### config.mk
export PLATFORM = sky130hd
export DESIGN_NAME = fbuf_addr_gen
export DESIGN_NICKNAME = d
export VERILOG_FILES = /design/src/rtl/fbuf_pkg.sv /design/src/rtl/fbuf_rotator.sv /design/src/rtl/fbuf_packer.sv /design/src/rtl/fbuf_reader.sv /design/src/rtl/fbuf_addr_gen.sv
export SDC_FILE = /design/constraint.sdc
export NUM_CORES = 1
export LEC_CHECK = 0
export BUFFER_PORTS_ARGS = -buffer_cell sky130_fd_sc_hd__buf_2
export CAP_MARGIN = 20
export CORE_MARGIN = 2
export CORE_UTILIZATION = 47
export CTS_CLUSTER_SIZE = 8
export DETAILED_ROUTE_END_ITERATION = 7
export PLACE_DENSITY_LB_ADDON = 0.12
export RECOVER_POWER = 100
export SLEW_MARGIN = 20
export SYNTH_ARGS = -nofsm -noshare
export SYNTH_HDL_FRONTEND = slang
export SYNTH_SLANG_ARGS = --single-unit
### constraint.sdc
create_clock -name clk -period 4.55 [get_ports clk]
set_input_delay 0.2275 -clock clk [delete_from_list [all_inputs] [get_ports clk]]
set_output_delay 0.2275 -clock clk [all_outputs]
set_load 0.02 [all_outputs]
### src/rtl/fbuf_pkg.sv
package fbuf_pkg;
  localparam int PIX_W        = 24;
  localparam int WORD_W       = 128;
  localparam int PIX_PER_WORD = WORD_W / PIX_W;

  typedef logic [1:0] buf_idx_t;

  // Word address of word 'word' on line 'line' in buffer 'bidx'.
  function automatic int unsigned fb_addr(input int unsigned bidx,
                                          input int unsigned line,
                                          input int unsigned word,
                                          input int unsigned buf_words,
                                          input int unsigned line_words);
    return bidx * buf_words + line * line_words + word;
  endfunction

  // Third buffer of {0,1,2}, given two distinct others.
  function automatic buf_idx_t spare_buf(input buf_idx_t a, input buf_idx_t b);
    return buf_idx_t'(2'd3 - a - b);
  endfunction
endpackage

### src/rtl/fbuf_rotator.sv
module fbuf_rotator
  import fbuf_pkg::*;
(
  input  logic     clk,
  input  logic     rst_n,
  input  logic     frame_done,
  input  logic     rd_frame_start,
  output buf_idx_t wr_idx,
  output buf_idx_t rd_idx,
  output buf_idx_t done_idx
);
  always_ff @(posedge clk) begin
    if (!rst_n) begin
      wr_idx   <= 2'd0;
      rd_idx   <= 2'd2;
      done_idx <= 2'd2;
    end else if (frame_done) begin
      done_idx <= wr_idx;
      if (rd_frame_start) begin
        rd_idx <= wr_idx;
        wr_idx <= rd_idx;
      end else begin
        wr_idx <= spare_buf(rd_idx, wr_idx);
      end
    end else if (rd_frame_start) begin
      rd_idx <= done_idx;
    end
  end
endmodule

### src/rtl/fbuf_packer.sv
module fbuf_packer
  import fbuf_pkg::*;
#(
  parameter int MAX_W      = 1920,
  parameter int MAX_H      = 1080,
  parameter int LINE_WORDS = 384,
  parameter int BUF_WORDS  = 524288,
  parameter int ADDR_W     = 21
) (
  input  logic                clk,
  input  logic                rst_n,
  input  logic                pix_valid,
  input  logic [PIX_W-1:0]    pix,
  input  logic                line_start,
  input  logic                frame_start,
  input  buf_idx_t            base_idx,
  output logic                frame_done,
  output logic                wr_en,
  output logic [ADDR_W-1:0]   wr_addr,
  output logic [WORD_W-1:0]   wr_data
);
  localparam int ACC_W = PIX_PER_WORD * PIX_W;
  localparam int PAD_W = WORD_W - ACC_W;
  localparam int CW    = $clog2(MAX_W + 1);
  localparam int LNW   = $clog2(MAX_H + 1);
  localparam int WIW   = $clog2(LINE_WORDS + 1);
  localparam int SLW   = $clog2(PIX_PER_WORD);

  logic             act;
  logic [LNW-1:0]   line;
  logic [CW-1:0]    col, wmax;
  logic [WIW-1:0]   widx;
  logic [SLW-1:0]   slot;
  logic [ACC_W-1:0] acc, next_acc;
  logic [1:0]       meta_ph;
  logic [CW-1:0]    meta_w;
  logic [LNW-1:0]   meta_h;
  buf_idx_t         meta_idx;

  logic             line_ok, col_ok, pix_take, has_part;
  logic [CW-1:0]    cur_w;
  logic [LNW-1:0]   cur_h;
  logic [ADDR_W-1:0] cur_addr;

  always_comb begin
    frame_done = frame_start & act;
    line_ok    = line < LNW'(MAX_H);
    col_ok     = col < CW'(MAX_W);
    pix_take   = pix_valid & ~line_start & ~frame_start & act & line_ok & col_ok;
    has_part   = slot != '0;
    cur_w      = (col > wmax) ? col : wmax;
    cur_h      = line_ok ? line + LNW'(1) : LNW'(MAX_H);
    cur_addr   = ADDR_W'(fb_addr(32'(base_idx), 32'(line), 32'(widx),
                                 BUF_WORDS, LINE_WORDS));
    next_acc   = acc;
    next_acc[32'(slot)*PIX_W +: PIX_W] = pix;
  end

  always_ff @(posedge clk) begin
    if (!rst_n) begin
      act <= 1'b0; line <= '0; col <= '0; wmax <= '0; widx <= '0;
      slot <= '0; acc <= '0; meta_ph <= 2'd0; meta_w <= '0; meta_h <= '0;
      meta_idx <= '0; wr_en <= 1'b0; wr_addr <= '0; wr_data <= '0;
    end else begin
      wr_en <= 1'b0;
      // metadata words trail a frame end by one and two cycles
      if (meta_ph == 2'd1) begin
        wr_en   <= 1'b1;
        wr_addr <= ADDR_W'(fb_addr(32'(meta_idx), 0, BUF_WORDS - 2,
                                   BUF_WORDS, LINE_WORDS));
        wr_data <= {{(WORD_W-CW){1'b0}}, meta_w};
        meta_ph <= 2'd2;
      end else if (meta_ph == 2'd2) begin
        wr_en   <= 1'b1;
        wr_addr <= ADDR_W'(fb_addr(32'(meta_idx), 0, BUF_WORDS - 1,
                                   BUF_WORDS, LINE_WORDS));
        wr_data <= {{(WORD_W-LNW){1'b0}}, meta_h};
        meta_ph <= 2'd0;
      end

      if (frame_start) begin
        if (act) begin
          if (has_part) begin
            wr_en   <= 1'b1;
            wr_addr <= cur_addr;
            wr_data <= {{PAD_W{1'b0}}, acc};
          end
          meta_ph  <= 2'd1;
          meta_w   <= cur_w;
          meta_h   <= cur_h;
          meta_idx <= base_idx;
        end
        act <= 1'b1; line <= '0; col <= '0; wmax <= '0;
        widx <= '0; slot <= '0; acc <= '0;
      end else if (line_start) begin
        if (act) begin
          if (has_part) begin
            wr_en   <= 1'b1;
            wr_addr <= cur_addr;
            wr_data <= {{PAD_W{1'b0}}, acc};
          end
          wmax <= cur_w;
          if (line_ok) line <= line + LNW'(1);
          col <= '0; widx <= '0; slot <= '0; acc <= '0;
        end
      end else if (pix_take) begin
        col <= col + CW'(1);
        if (slot == SLW'(PIX_PER_WORD - 1)) begin
          wr_en   <= 1'b1;
          wr_addr <= cur_addr;
          wr_data <= {{PAD_W{1'b0}}, next_acc};
          widx    <= widx + WIW'(1);
          slot    <= '0;
          acc     <= '0;
        end else begin
          acc  <= next_acc;
          slot <= slot + SLW'(1);
        end
      end
    end
  end
endmodule

### src/rtl/fbuf_reader.sv
module fbuf_reader
  import fbuf_pkg::*;
#(
  parameter int MAX_H      = 1080,
  parameter int LINE_WORDS = 384,
  parameter int BUF_WORDS  = 524288,
  parameter int ADDR_W     = 21
) (
  input  logic              clk,
  input  logic              rst_n,
  input  logic              frame_start,
  input  logic              line_start,
  input  logic              word_adv,
  input  buf_idx_t          rd_idx,
  output logic [ADDR_W-1:0] rd_addr
);
  localparam int RLW = $clog2(MAX_H + 1);
  localparam int RWW = $clog2(LINE_WORDS + 1);

  logic [RLW-1:0] rline;
  logic [RWW-1:0] rword;

  always_ff @(posedge clk) begin
    if (!rst_n) begin
      rline <= '0;
      rword <= '0;
    end else if (frame_start) begin
      rline <= '0;
      rword <= '0;
    end else if (line_start) begin
      if (rline < RLW'(MAX_H - 1)) rline <= rline + RLW'(1);
      rword <= '0;
    end else if (word_adv) begin
      if (rword < RWW'(LINE_WORDS - 1)) rword <= rword + RWW'(1);
    end
  end

  assign rd_addr = ADDR_W'(fb_addr(32'(rd_idx), 32'(rline), 32'(rword),
                                   BUF_WORDS, LINE_WORDS));
endmodule

### src/rtl/fbuf_addr_gen.sv
module fbuf_addr_gen
  import fbuf_pkg::*;
#(
  parameter int MAX_W      = 1920,
  parameter int MAX_H      = 1080,
  parameter int LINE_WORDS = 384,
  parameter int BUF_WORDS  = 524288,
  parameter int ADDR_W     = $clog2(3 * BUF_WORDS)
) (
  input  logic              clk,
  input  logic              rst_n,
  input  logic              triple_en,
  input  logic              wr_pix_valid,
  input  logic [23:0]       wr_pix,
  input  logic              wr_line_start,
  input  logic              wr_frame_start,
  input  logic              rd_frame_start,
  input  logic              rd_line_start,
  input  logic              rd_word_adv,
  output logic              wr_en,
  output logic [ADDR_W-1:0] wr_addr,
  output logic [127:0]      wr_data,
  output logic [ADDR_W-1:0] rd_addr,
  output logic [1:0]        rd_buf
);
  buf_idx_t wr_idx, rd_idx, done_idx;
  buf_idx_t eff_wr_idx;
  logic     frame_done;

  assign eff_wr_idx = triple_en ? wr_idx : 2'd0;
  assign rd_buf     = triple_en ? rd_idx : 2'd0;

  fbuf_rotator u_rot (
    .clk(clk), .rst_n(rst_n), .frame_done(frame_done),
    .rd_frame_start(rd_frame_start),
    .wr_idx(wr_idx), .rd_idx(rd_idx), .done_idx(done_idx)
  );

  fbuf_packer #(
    .MAX_W(MAX_W), .MAX_H(MAX_H), .LINE_WORDS(LINE_WORDS),
    .BUF_WORDS(BUF_WORDS), .ADDR_W(ADDR_W)
  ) u_pack (
    .clk(clk), .rst_n(rst_n), .pix_valid(wr_pix_valid), .pix(wr_pix),
    .line_start(wr_line_start), .frame_start(wr_frame_start),
    .base_idx(eff_wr_idx), .frame_done(frame_done),
    .wr_en(wr_en), .wr_addr(wr_addr), .wr_data(wr_data)
  );

  fbuf_reader #(
    .MAX_H(MAX_H), .LINE_WORDS(LINE_WORDS),
    .BUF_WORDS(BUF_WORDS), .ADDR_W(ADDR_W)
  ) u_rd (
    .clk(clk), .rst_n(rst_n), .frame_start(rd_frame_start),
    .line_start(rd_line_start), .word_adv(rd_word_adv),
    .rd_idx(rd_buf), .rd_addr(rd_addr)
  );
endmodule

==> results of run 1 <==
## power groups by stage
stage          logic [mW]  registers, mW  clock network (mW)
2_1_floorplan       0.245           3.36                   0
3_3_place_gp        0.412           3.35                   0
3_5_place_dp        0.417           3.35                   0
4_1_cts             0.420           3.28                3.51
5_1_grt             0.453           3.28                3.65
6_report            0.418           3.28                3.45
## cell usage in the layout, fill, tap and decap left out, drive strengths merged, types with 21 or more instances in the layout
cell / count
xor2: 36
ha: 63
nand2: 146
a22oi: 57
a211oi: 74
a2111oi: 24
a32o: 25
o21ai: 194
a22o: 21
a21oi: 235
nor4: 24
nor3: 58
buf: 65
and3: 23
clkbuf: 244
and2: 31
nor2: 223
mux2i: 131
inv: 45
xnor2: 41
dfxtp: 368
nand3: 45
## metal layers
metal  wire length, um  vias up  share of wire, %  GRT usage (%)
li1                  -     8497                 -              -
met1             27200     8547                45           37.5
met2             27800      567                46           45.1
met3              3580      112               5.9           3.89
met4              1650        0               2.7           9.85
met5                 0        -                 0              0
## registers in the layout, indices dropped and copies added (netlist names), 11 cells and up
register and count:
u_pack.meta_h 11, u_pack.wmax 11, u_pack.wr_data 128, u_pack.line 11
u_pack.col 11, u_pack.acc 120, u_rd.rline 11, u_pack.meta_w 11
u_pack.wr_addr 21
## worst max-delay path, stage by stage, from the launching register on
cell      delay, ns
dfxtp_1        0.43
ha_1           0.37
fa_1           0.50
inv_1          0.16
ha_1           0.28
inv_1          0.29
clkbuf_1       0.49
and3_1         0.48
o211a_1        0.20
buf_4          0.21
o21a_1         0.15
nor2_1         0.12
a22o_1         0.36
## area by class of cell
cell class	instances	area [sq um]	area share, %
multi-input cells	1672	10900	50.3
flip-flops and latches	368	7370	34.1
clock buffers	58	1380	6.35
repair buffers	253	1160	5.37
well taps	532	666	3.08
inverters	43	161	0.746
clock inverters	2	17.5	0.0810
diodes	4	10.0	0.0463
## metrics by stage
| stage | instance area, sq um | hold slack (ns) | worst slack (ns) |
|---|---|---|---|
| global placement | 20600 | 0.439 | 0.646 |
| CTS | 22000 | 0.0194 | 0.468 |
| finish | 21600 | 0.0534 | 0.379 |
| global route | 21600 | 0.0703 | 0.0957 |
| detailed placement | 20600 | 0.441 | 0.487 |
| floorplan | 19200 | 0.323 | 0.626 |
## repair_timing
action                                  in CTS  in global routing
endpoints found under the setup margin       0                  0
hold buffers                                 2                  0
hold endpoints to repair                     3                  0
gates resized for setup                      0                  0
## logic make-up (layout without fill, tap and decap cells)
kind of cell	Yosys count	after routing
compound gates	756	756
simple gates	635	635
flops	368	368
buf+inv	211	356
mux	136	136
xor+xnor	77	77
fa+ha+maj	68	68
other cells	0	4
## worst paths after layout
path | from | endpoint | slack (ns) | cells past startpoint
setup / recovery | u_pack.slot[1] | u_pack.acc[82] | 0.38 | 12
hold / removal | wr_line_start | u_pack.slot[1] | 0.05 | 3
setup reg to reg | u_pack.slot[1] | u_pack.acc[82] | 0.38 | 12
hold reg to reg | u_pack.meta_idx[0] | u_pack.meta_idx[0] | 0.46 | 2
## cell usage after synthesis (8+ instances only)
master and number:
a22oi_1 57, nand4_1 16, a21oi_1 234, a221oi_1 8
clkbuf_1 114, nor3_1 51, a2111oi_2 9, nand3_1 45
xor2_1 35, a32o_1 25, nor3b_1 8, a22o_1 21
buf_2 25, and3_1 23, or3_1 16, nand2_1 145
and2_1 31, o21ai_0 187, nor2b_1 13, a21o_1 13
o2bb2ai_1 17, nor2_1 219, buf_1 17, xnor2_1 39
dfxtp_1 368, ha_1 63, a2111oi_0 15, nand2b_1 12
mux2i_1 131, a211oi_1 64, buf_4 10, o21a_1 9
a31oi_1 9, inv_1 43, a211oi_2 8, o31ai_1 8
nor4_1 23
==> results.py, run 1 <==
metrics = {
    "status": {
        "result_of_the_run": "finished, violations left",
        "violations_in_the_final_reports": "capacitance limit, slew limit",
    },
    "logic_synthesis": {
        "post_synth_mux_area_share_pct": 7.13,
        "synth-seq-cells": 368,
        "synth_edf_count": 0,
        "syn_area_cell_sq_um": 8.53,
        "syn_area_sq_um": 19200,
        "synth_top_area_share_pct": 38.4,
        "ys_dominant_reg_cell": "dfxtp_1",
        "synth_compound_gate_area_share_pct": 25.7,
        "combinational_family_with_the_most_area_after_synthesis": "compound AO/OA/AOI/OAI gates",
        "synth_warnings": 0,
        "postSynthCellCount": 2251,
        "synthXorXnorAreaFrac_pct": 3.75,
        "post_synth_num_cell_types": 84,
        "arithmetic_cell_share_of_the_synthesized_area_counting_full_adders_half_adders_and_majority_gates_pct": 4.63,
        "synth-simple-area-share_pct": 15.9,
        "total_nets_after_synthesis": 2352,
        "share_of_flip_flops_with_an_asynchronous_set_or_reset_after_synthesis_pct": 0,
        "synth_top_area_cell": "dfxtp_1",
        "synth-seq-area-share_pct": 38.4,
        "ys_top_cells_by_area": "dfxtp_1 (38%), mux2i_1 (6.8%), a21oi_1 (6.1%)",
    },
    "power_and_ir_drop": {
        "power.share.sequential_pct": 45.9,
        "peakVddDrop_mv": 0.247,
        "p_per_area_nw_per_um2": 330,
        "leakagePower_nw": 7.94,
        "switchingPower_mw": 1.69,
        "int_pwr_mw": 5.46,
        "power_switching_share_pct": 23.6,
        "power.share.combinational_pct": 5.9,
        "total_power_mw": 7.15,
        "power.share.clock_pct": 48.2,
    },
    "routing": {
        "via_count": 17700,
        "drc_errors": 0,
        "drt-initial-drc-count": 1299,
        "postRouteAntennaNets": 0,
        "vias_per_cell": 6.04,
        "wirelength_mm": 60.2,
        "firstDrtPassIters": 7,
        "avgRoutedWirePerCell_um": 20.5,
    },
    "timing": {
        "final-max-slew-violation-count": 171,
        "setup_tns_ns": 0,
        "tightestPinTransition_ns": 1.74,
        "fmax_mhz": 240,
        "max_slew_margin_pct": -15.9,
        "report.final.hold_viol_count": 0,
        "setup_viol_count_final": 0,
        "timing.final.crit_share_pct": 91.7,
        "clock-skew-final_ns": 0.0281,
        "rsz0062_at_grt": "false",
        "layout_min_cycle_time_ns": 4.17,
    },
    "floorplan": {
        "ios": 206,
        "die_width_um": 206,
        "core.rowCount": 74,
        "floorplan.initialDensity_pct": 47.3,
        "fp.dieArea_sq_um": 42500,
        "core_area_sq_um": 40600,
        "die_h_um": 206,
    },
    "global_routing": {
        "globalRoute.totalOverflow": 0,
        "wire_length_of_the_first_global_routing_pass_mm": 93.7,
        "gr-usage-all-layers_pct": 27.7,
        "grt_start_max_net_pins": 78,
        "grt_antenna_before_repair": 0,
        "via_count_of_the_first_global_routing_pass": 16800,
    },
    "finish": {
        "area_delta_synth_final_pct": 12.8,
        "final_util_pct": 53.4,
        "drive_gt1_share_pct": 7.18,
        "instances_no_fill": 2932,
        "final_net_count": 2491,
        "fill_count": 3957,
    },
    "placement": {
        "post-dp-hpwl_mm": 42.1,
        "total_placed_cells_including_tap_cells": 2865,
        "place.port_buffers": 205,
        "globalplace.congestion": 0.926,
    },
    "clock_tree": {
        "h_tree_lvls": 2,
        "insertion_delay_ns": 0.59,
        "clkSlewWorstSetupHoldPaths_ns": 0.05,
        "cts_tree": "built",
        "numCtsBuffers": 52,
        "post_cts_buffers": 0,
        "cts_root_buf": "clkbuf_16",
        "clock-sinks": 368,
        "clock_path_buffers": 3,
    },
    "setup_path": {
        "critical_path_required_ns": 5.03,
        "cp_data_arrival_time_ns": 4.65,
        "critPathKind": "flip-flop to flip-flop",
        "worstPathMaxFanout": 12,
        "cp-end-kind": "flip-flop",
        "critPathLaunchType": "flip-flop",
    },
    "job": {
        "cap_viol_max_count": 4,
    },
    "hold_path": {
        "hp-class": "input port to flip-flop",
    },
}
(Power assumes the default switching activity.)
==> inputs of run 2 (changes only) <==
--- a/config.mk
+++ b/config.mk
@@ -5,6 +5,7 @@
 export SDC_FILE = /design/constraint.sdc
 export NUM_CORES = 1
 export LEC_CHECK = 0
+export ABC_AREA = 1
 export BUFFER_PORTS_ARGS = -buffer_cell sky130_fd_sc_hd__buf_2
 export CAP_MARGIN = 20
 export CORE_MARGIN = 2
==> run 2 against run 1 <==
The flow still finishes with violations (capacitance limit, slew limit); global-route usage grew 2.0 points; clock power grew 3%; worst setup slack gained 0.086 ns; first-iteration DRC count grew 31%; worst hold slack gained 0.053 ns; die area grew 4.6%; wire length grew 12%; power grew 2.0%; design area grew 4.1%; fmax grew 2.1%; sequential share of layout area shrank 1.3 points; clock-buffer cell count shrank 4.
==> results.py, run 2 <==
metrics = {
    "logic_synthesis": {
        "post_synth_mux_area_share_pct": 0,
        "combinational_family_with_the_most_area_after_synthesis": "simple AND/OR/NAND/NOR gates",
        "synth_warnings": 0,
        "postSynthCellCount": 2985,
        "synth_top_area_share_pct": 36.7,
        "synthXorXnorAreaFrac_pct": 1.39,
        "post_synth_num_cell_types": 58,
        "syn_area_cell_sq_um": 6.73,
        "synth-seq-area-share_pct": 36.7,
        "share_of_flip_flops_with_an_asynchronous_set_or_reset_after_synthesis_pct": 0,
        "ys_top_cells_by_area": "dfxtp_1 (37%), nand2_1 (14%), a21oi_1 (7.8%)",
        "synth_edf_count": 0,
        "synth_compound_gate_area_share_pct": 21.9,
        "syn_area_sq_um": 20100,
        "synth_top_area_cell": "dfxtp_1",
        "synth-seq-cells": 368,
        "ys_dominant_reg_cell": "dfxtp_1",
        "yosys.cell_count.top_type": "nand2_1",
        "total_nets_after_synthesis": 3086,
        "arithmetic_cell_share_of_the_synthesized_area_counting_full_adders_half_adders_and_majority_gates_pct": 4.42,
        "synth-simple-area-share_pct": 26.1,
        "yosys-top-cells-count": "nand2_1 (756), dfxtp_1 (368), a21oi_1 (315), inv_1 (295), o21ai_0 (228)",
    },
    "placement": {
        "globalplace.congestion": 0.957,
        "place.port_buffers": 205,
        "post-dp-hpwl_mm": 47.0,
    },
    "routing": {
        "postRouteAntennaNets": 0,
        "vias_per_cell": 5.67,
        "wirelength_mm": 67.4,
        "drc_errors": 0,
        "via_count": 20700,
        "avgRoutedWirePerCell_um": 18.5,
        "firstDrtPassIters": 6,
        "drt-initial-drc-count": 1699,
    },
    "setup_path": {
        "critical_path_required_ns": 4.98,
        "ff2ff_setup_slack_ns": 0.46,
        "worstPathMaxFanout": 71,
        "r2r_cells": 11,
        "cp-end-kind": "flip-flop",
        "critPathKind": "flip-flop to flip-flop",
        "cp_data_arrival_time_ns": 4.52,
        "critical_path.reg2reg.endpoint": "u_pack.acc[46]",
        "rr_startpoint": "u_pack.line[9]",
        "critPathLaunchType": "flip-flop",
    },
    "finish": {
        "biggestRegsByFlops": "u_pack.wr_data: 128 flops, u_pack.acc: 120 flops, u_pack.wr_addr: 21 flops",
        "largest-register": "u_pack.wr_data",
        "drive_gt1_share_pct": 5.28,
        "fill_count": 4265,
        "area_delta_synth_final_pct": 12.1,
        "layout_common_cells": "nand2_1 (760), dfxtp_1 (368), a21oi_1 (315), inv_1 (292), o21ai_0 (236)",
        "final_net_count": 3202,
        "largest_register_ff_count": 128,
        "final_util_pct": 53.6,
        "mostFrequentLayoutCell": "nand2_1",
    },
    "clock_tree": {
        "clkSlewWorstSetupHoldPaths_ns": 0.05,
        "insertion_delay_ns": 0.60,
        "clock-sinks": 368,
        "numCtsBuffers": 52,
        "post_cts_buffers": 0,
        "clock_path_buffers": 3,
        "cts_tree": "built",
        "ctsHoldBuffers": 4,
        "cts_root_buf": "clkbuf_16",
        "cts-resized-gates": 0,
        "h_tree_lvls": 2,
    },
    "power_and_ir_drop": {
        "power.share.combinational_pct": 6.4,
        "switchingPower_mw": 1.81,
        "peakVddDrop_mv": 0.330,
        "int_pwr_mw": 5.48,
        "power.share.sequential_pct": 45.1,
        "power_switching_share_pct": 24.8,
        "power.share.clock_pct": 48.5,
        "leakagePower_nw": 8.96,
        "p_per_area_nw_per_um2": 324,
    },
    "timing": {
        "fmax_mhz": 245,
        "final-max-slew-violation-count": 66,
        "tightestPinTransition_ns": 3.58,
        "setup_tns_ns": 0,
        "clock-skew-final_ns": 0.0145,
        "report.final.hold_viol_count": 0,
        "max_slew_margin_pct": -139,
        "timing.final.crit_share_pct": 89.8,
        "layout_min_cycle_time_ns": 4.09,
        "setup_viol_count_final": 0,
        "rsz0062_at_grt": "false",
    },
    "hold_path": {
        "worst_hold_path.endpoint": "u_pack.meta_idx[1]",
        "hp-class": "input port to flip-flop",
        "hold-path-cell-count": 3,
        "hold_path_startpoint": "triple_en",
    },
    "global_routing": {
        "wire_length_of_the_first_global_routing_pass_mm": 106,
        "grt_antenna_before_repair": 5,
        "globalRoute.totalOverflow": 0,
        "gr-usage-all-layers_pct": 29.7,
        "grt_start_max_net_pins": 129,
        "via_count_of_the_first_global_routing_pass": 19400,
    },
    "floorplan": {
        "die_width_um": 211,
        "floorplan.initialDensity_pct": 47.8,
        "ios": 206,
        "fp.dieArea_sq_um": 44400,
        "core_area_sq_um": 42000,
        "core.rowCount": 75,
        "die_h_um": 211,
    },
    "job": {
        "cap_viol_max_count": 1,
    },
    "status": {
        "result_of_the_run": "finished, violations left",
        "violations_in_the_final_reports": "capacitance limit, slew limit",
    },
}
[run 2: cell count changes in the layout (fill, tap and decap cells not counted), sizes merged, moves of 54 or more]
| cell | before | now |
|---|---|---|
| nand2 | 146 | 767 |
| inv | 45 | 301 |
| mux2i | 131 | 0 |
| nand3 | 45 | 156 |
| a21oi | 235 | 317 |
| o21ai | 194 | 266 |
| a211oi | 74 | 20 |
| a22oi | 57 | 3 |
| o22ai | 7 | 61 |
[run 2: critical path, stage by stage, from the launching register on]
cell	delay [ns]
dfxtp_1	0.40
inv_1	0.08
ha_1	0.24
a21oi_1	0.16
nand2_1	0.29
inv_1	0.21
nand2_1	0.31
nand2_1	0.54
clkinvlp_2	0.79
buf_4	0.64
nand2_1	0.16
a21oi_1	0.07
[run 2: per-stage QoR]
stage / setup slack, ns / instances / power [mW] / hold slack, ns / cell area (sq um)
after floorplan: 1.43 / 2985 / 3.65 / 0.343 / 20100
after global placement: 0.753 / 3582 / 3.81 / 0.430 / 21300
after detailed placement: 0.460 / 3582 / 3.81 / 0.434 / 21300
after CTS: 0.447 / 3644 / 7.35 / 0.0729 / 22800
after global routing: 0.196 / 3648 / 7.52 / 0.0956 / 22500
final: 0.465 / 3650 / 7.29 / 0.106 / 22500
[run 2: final cells by class]
type                       count  area [sq um]  share of cell area, %
multi-input combinational   2137         10800                   48.1
sequential                   368          7370                   32.7
clock buffer                  54          1330                   5.90
inverter                     304          1150                   5.13
timing repair buffer         238          1080                   4.80
tap                          539           674                   3.00
clock inverter                 4          75.1                  0.333
antenna                        6          15.0                 0.0667
[run 2: worst max-delay path by stage]
stage | cells past startpoint | slack, ns | end | startpoint
finish | 11 | 0.46 | u_pack.acc[46] | u_pack.line[9]
global route | 15 | 0.20 | u_pack.wr_data[28] | u_pack.line[3]
CTS | 11 | 0.45 | u_pack.acc[10] | u_pack.slot[1]
detailed placement | 11 | 0.46 | u_pack.acc[10] | u_pack.slot[1]
global placement | 13 | 0.75 | u_pack.wr_data[15] | u_pack.slot[1]
floorplan | 17 | 1.43 | u_pack.wr_data[108] | u_pack.slot[1]
[run 2: cell families (layout without fill, tap and decap cells)]
family                     count (synthesis)  in the layout
buffers and inverters                    480            600
and+or+nand+nor                         1254           1254
AOI/OAI and AO/OA                        783            783
xor gates and xnor gates                  32             32
adders and majority gates                 68             68
DFF                                      368            368
other                                      0              6
[run 2: power by group through the flow]
| stage | Combinational, mW | Sequential (mW) | Clock [mW] |
|---|---|---|---|
| 5_1_grt | 0.509 | 3.29 | 3.72 |
| 4_1_cts | 0.466 | 3.28 | 3.60 |
| 2_1_floorplan | 0.280 | 3.37 | 0 |
| 3_3_place_gp | 0.459 | 3.35 | 0 |
| 6_report | 0.465 | 3.29 | 3.54 |
| 3_5_place_dp | 0.461 | 3.35 | 0 |
[run 2: metal layers]
metal,GRT usage [%],part of all wire [%]
met1,38.4,43
met2,49.5,48
met3,3.93,5.0
met4,13.2,4.0
met5,0,0
==> inputs of run 3 (changes only) <==
--- a/config.mk
+++ b/config.mk
@@ -10,6 +10,7 @@
 export CAP_MARGIN = 20
 export CORE_MARGIN = 2
 export CORE_UTILIZATION = 47
+export CTS_CLUSTER_DIAMETER = 150
 export CTS_CLUSTER_SIZE = 8
 export DETAILED_ROUTE_END_ITERATION = 7
 export PLACE_DENSITY_LB_ADDON = 0.12
==> constraint.sdc (replaced) <==
create_clock -name clk -period 4 [get_ports clk]
set_input_delay 0.2 -clock clk [delete_from_list [all_inputs] [get_ports clk]]
set_output_delay 0.2 -clock clk [all_outputs]
set_load 0.02 [all_outputs]
==> run 3 against run 2 <==
The flow still finishes with violations (capacitance limit, slew limit); core utilization is 0.12 points lower; clock power is 7.6% higher; design area is 0.22% lower; power is 11% higher; largest cell class unchanged.
==> results.py, run 3 (synthesized netlist as in run 2, its figures left out) <==
metrics = {
    "floorplan": {
        "die_h_um": 211,
        "fp.dieArea_sq_um": 44400,
        "die_width_um": 211,
        "ios": 206,
        "core.rowCount": 75,
        "core_area_sq_um": 42000,
        "floorplan.initialDensity_pct": 47.8,
    },
    "placement": {
        "place.port_buffers": 205,
        "globalplace.congestion": 0.960,
        "post-dp-hpwl_mm": 47.7,
    },
    "timing": {
        "setup_viol_count_final": 0,
        "report.final.hold_viol_count": 0,
        "timing.final.crit_share_pct": 94.2,
        "max_slew_margin_pct": -79.0,
        "fmax_mhz": 265,
        "rsz0062_at_grt": "false",
        "tightestPinTransition_ns": 2.68,
        "setup_tns_ns": 0,
        "final-max-slew-violation-count": 118,
        "clock-skew-final_ns": 0.0285,
        "layout_min_cycle_time_ns": 3.77,
    },
    "routing": {
        "drc_errors": 0,
        "detail_route.wirelength.met1_mm": 30.1,
        "vias_per_cell": 5.67,
        "wirelength_mm": 68.1,
        "met2RoutedLength_mm": 32.2,
        "top_layer_used": "met4",
        "avgRoutedWirePerCell_um": 18.7,
        "wl_met3_mm": 3.11,
        "postRouteAntennaNets": 0,
        "via_count": 20700,
        "drt-initial-drc-count": 1885,
        "firstDrtPassIters": 6,
    },
    "finish": {
        "mostFrequentLayoutCell": "nand2_1",
        "layout_common_cells": "nand2_1 (760), dfxtp_1 (368), a21oi_1 (315), inv_1 (292), o21ai_0 (246)",
        "final_util_pct": 53.4,
        "drive_gt1_share_pct": 5.14,
        "area_delta_synth_final_pct": 11.8,
        "final_net_count": 3211,
        "largest_register_ff_count": 128,
        "biggestRegsByFlops": "u_pack.wr_data: 128 flops, u_pack.acc: 120 flops, u_pack.wr_addr: 21 flops",
        "largest-register": "u_pack.wr_data",
    },
    "clock_tree": {
        "insertion_delay_ns": 0.60,
        "post_cts_buffers": 0,
        "clock-sinks": 368,
        "h_tree_lvls": 2,
        "ctsHoldBuffers": 4,
        "cts_tree": "built",
        "cts_root_buf": "clkbuf_16",
        "clock_path_buffers": 3,
        "numCtsBuffers": 51,
        "clkSlewWorstSetupHoldPaths_ns": 0.05,
        "cts-resized-gates": 0,
    },
    "global_routing": {
        "gr-usage-all-layers_pct": 30.3,
        "via_count_of_the_first_global_routing_pass": 19800,
        "grt_antenna_before_repair": 1,
        "grt_start_max_net_pins": 120,
        "globalRoute.totalOverflow": 0,
        "wire_length_of_the_first_global_routing_pass_mm": 108,
    },
    "setup_path": {
        "critPathKind": "flip-flop to flip-flop",
        "worstPathMaxFanout": 40,
        "critical_path_required_ns": 4.50,
        "r2r_cells": 12,
        "critPathLaunchType": "flip-flop",
        "cp_data_arrival_time_ns": 4.26,
        "cp-end-kind": "flip-flop",
    },
    "power_and_ir_drop": {
        "peakVddDrop_mv": 0.326,
        "int_pwr_mw": 6.07,
        "p_per_area_nw_per_um2": 360,
        "power.share.clock_pct": 47.2,
        "power.share.sequential_pct": 46.3,
        "switchingPower_mw": 2.01,
        "power.share.combinational_pct": 6.6,
        "power_switching_share_pct": 24.9,
        "leakagePower_nw": 8.96,
    },
    "job": {
        "cap_viol_max_count": 3,
    },
    "status": {
        "violations_in_the_final_reports": "capacitance limit, slew limit",
        "result_of_the_run": "finished, violations left",
    },
    "hold_path": {
        "hp-class": "input port to flip-flop",
        "hold-path-cell-count": 3,
    },
}
## run 3: worst paths after layout
check,slack (ns),to,startpoint
worst max-delay path,0.23,u_pack.acc[77],u_pack.slot[0]
worst max register to register,0.23,u_pack.acc[77],u_pack.slot[0]
worst min register to register,0.44,u_pack.wr_data[127],u_pack.wr_data[127]
worst min-delay path,0.08,u_pack.meta_idx[0],triple_en
## run 3: worst max-delay path, cell delays in order, from the launching register on
cell	delay, ns
dfxtp_1	0.36
ha_1	0.24
fa_1	0.62
inv_1	0.07
ha_1	0.33
inv_1	0.11
buf_12	0.19
nor2_1	0.77
a21oi_1	0.40
nand2_1	0.16
o21ai_1	0.09
or2_1	0.21
a21oi_1	0.12
## run 3: power groups by stage
stage                     clock [mW]  sequential (mW)  combinational [mW]
after floorplan                    0             3.83               0.318
after global placement             0             3.81               0.528
after detailed placement           0             3.81               0.531
after CTS                       3.87             3.74               0.536
after global routing            4.01             3.74               0.580
final                           3.81             3.74               0.532
## run 3: routing by layer
metal | vias to the layer above | GRT usage, %
li1 | 10100 | -
met1 | 9812 | 39.3
met2 | 603 | 50.9
met3 | 137 | 3.30
met4 | 0 | 13.3
met5 | - | 0
## run 3: cell type report
class,count,area [sq um]
flip-flops and latches,368,7370
inverters,304,1150
clock inverters,2,32.5
repair buffers,248,1160
fillers,4315,19600
clock buffers,51,1280
multi-input cells,2137,10800
well taps,539,674
diodes,1,2.50
## run 3: metrics by stage
stage	std cells	hold WS (ns)	power, mW	cell area (sq um)	setup slack (ns)
4_1_cts	3649	0.0658	8.14	22800	0.340
3_5_place_dp	3592	0.434	4.34	21400	0.381
6_report	3650	0.0757	8.08	22500	0.233
3_3_place_gp	3592	0.430	4.34	21400	0.499
2_1_floorplan	2985	0.316	4.15	20100	0.883
5_1_grt	3650	0.0807	8.33	22500	0.0242
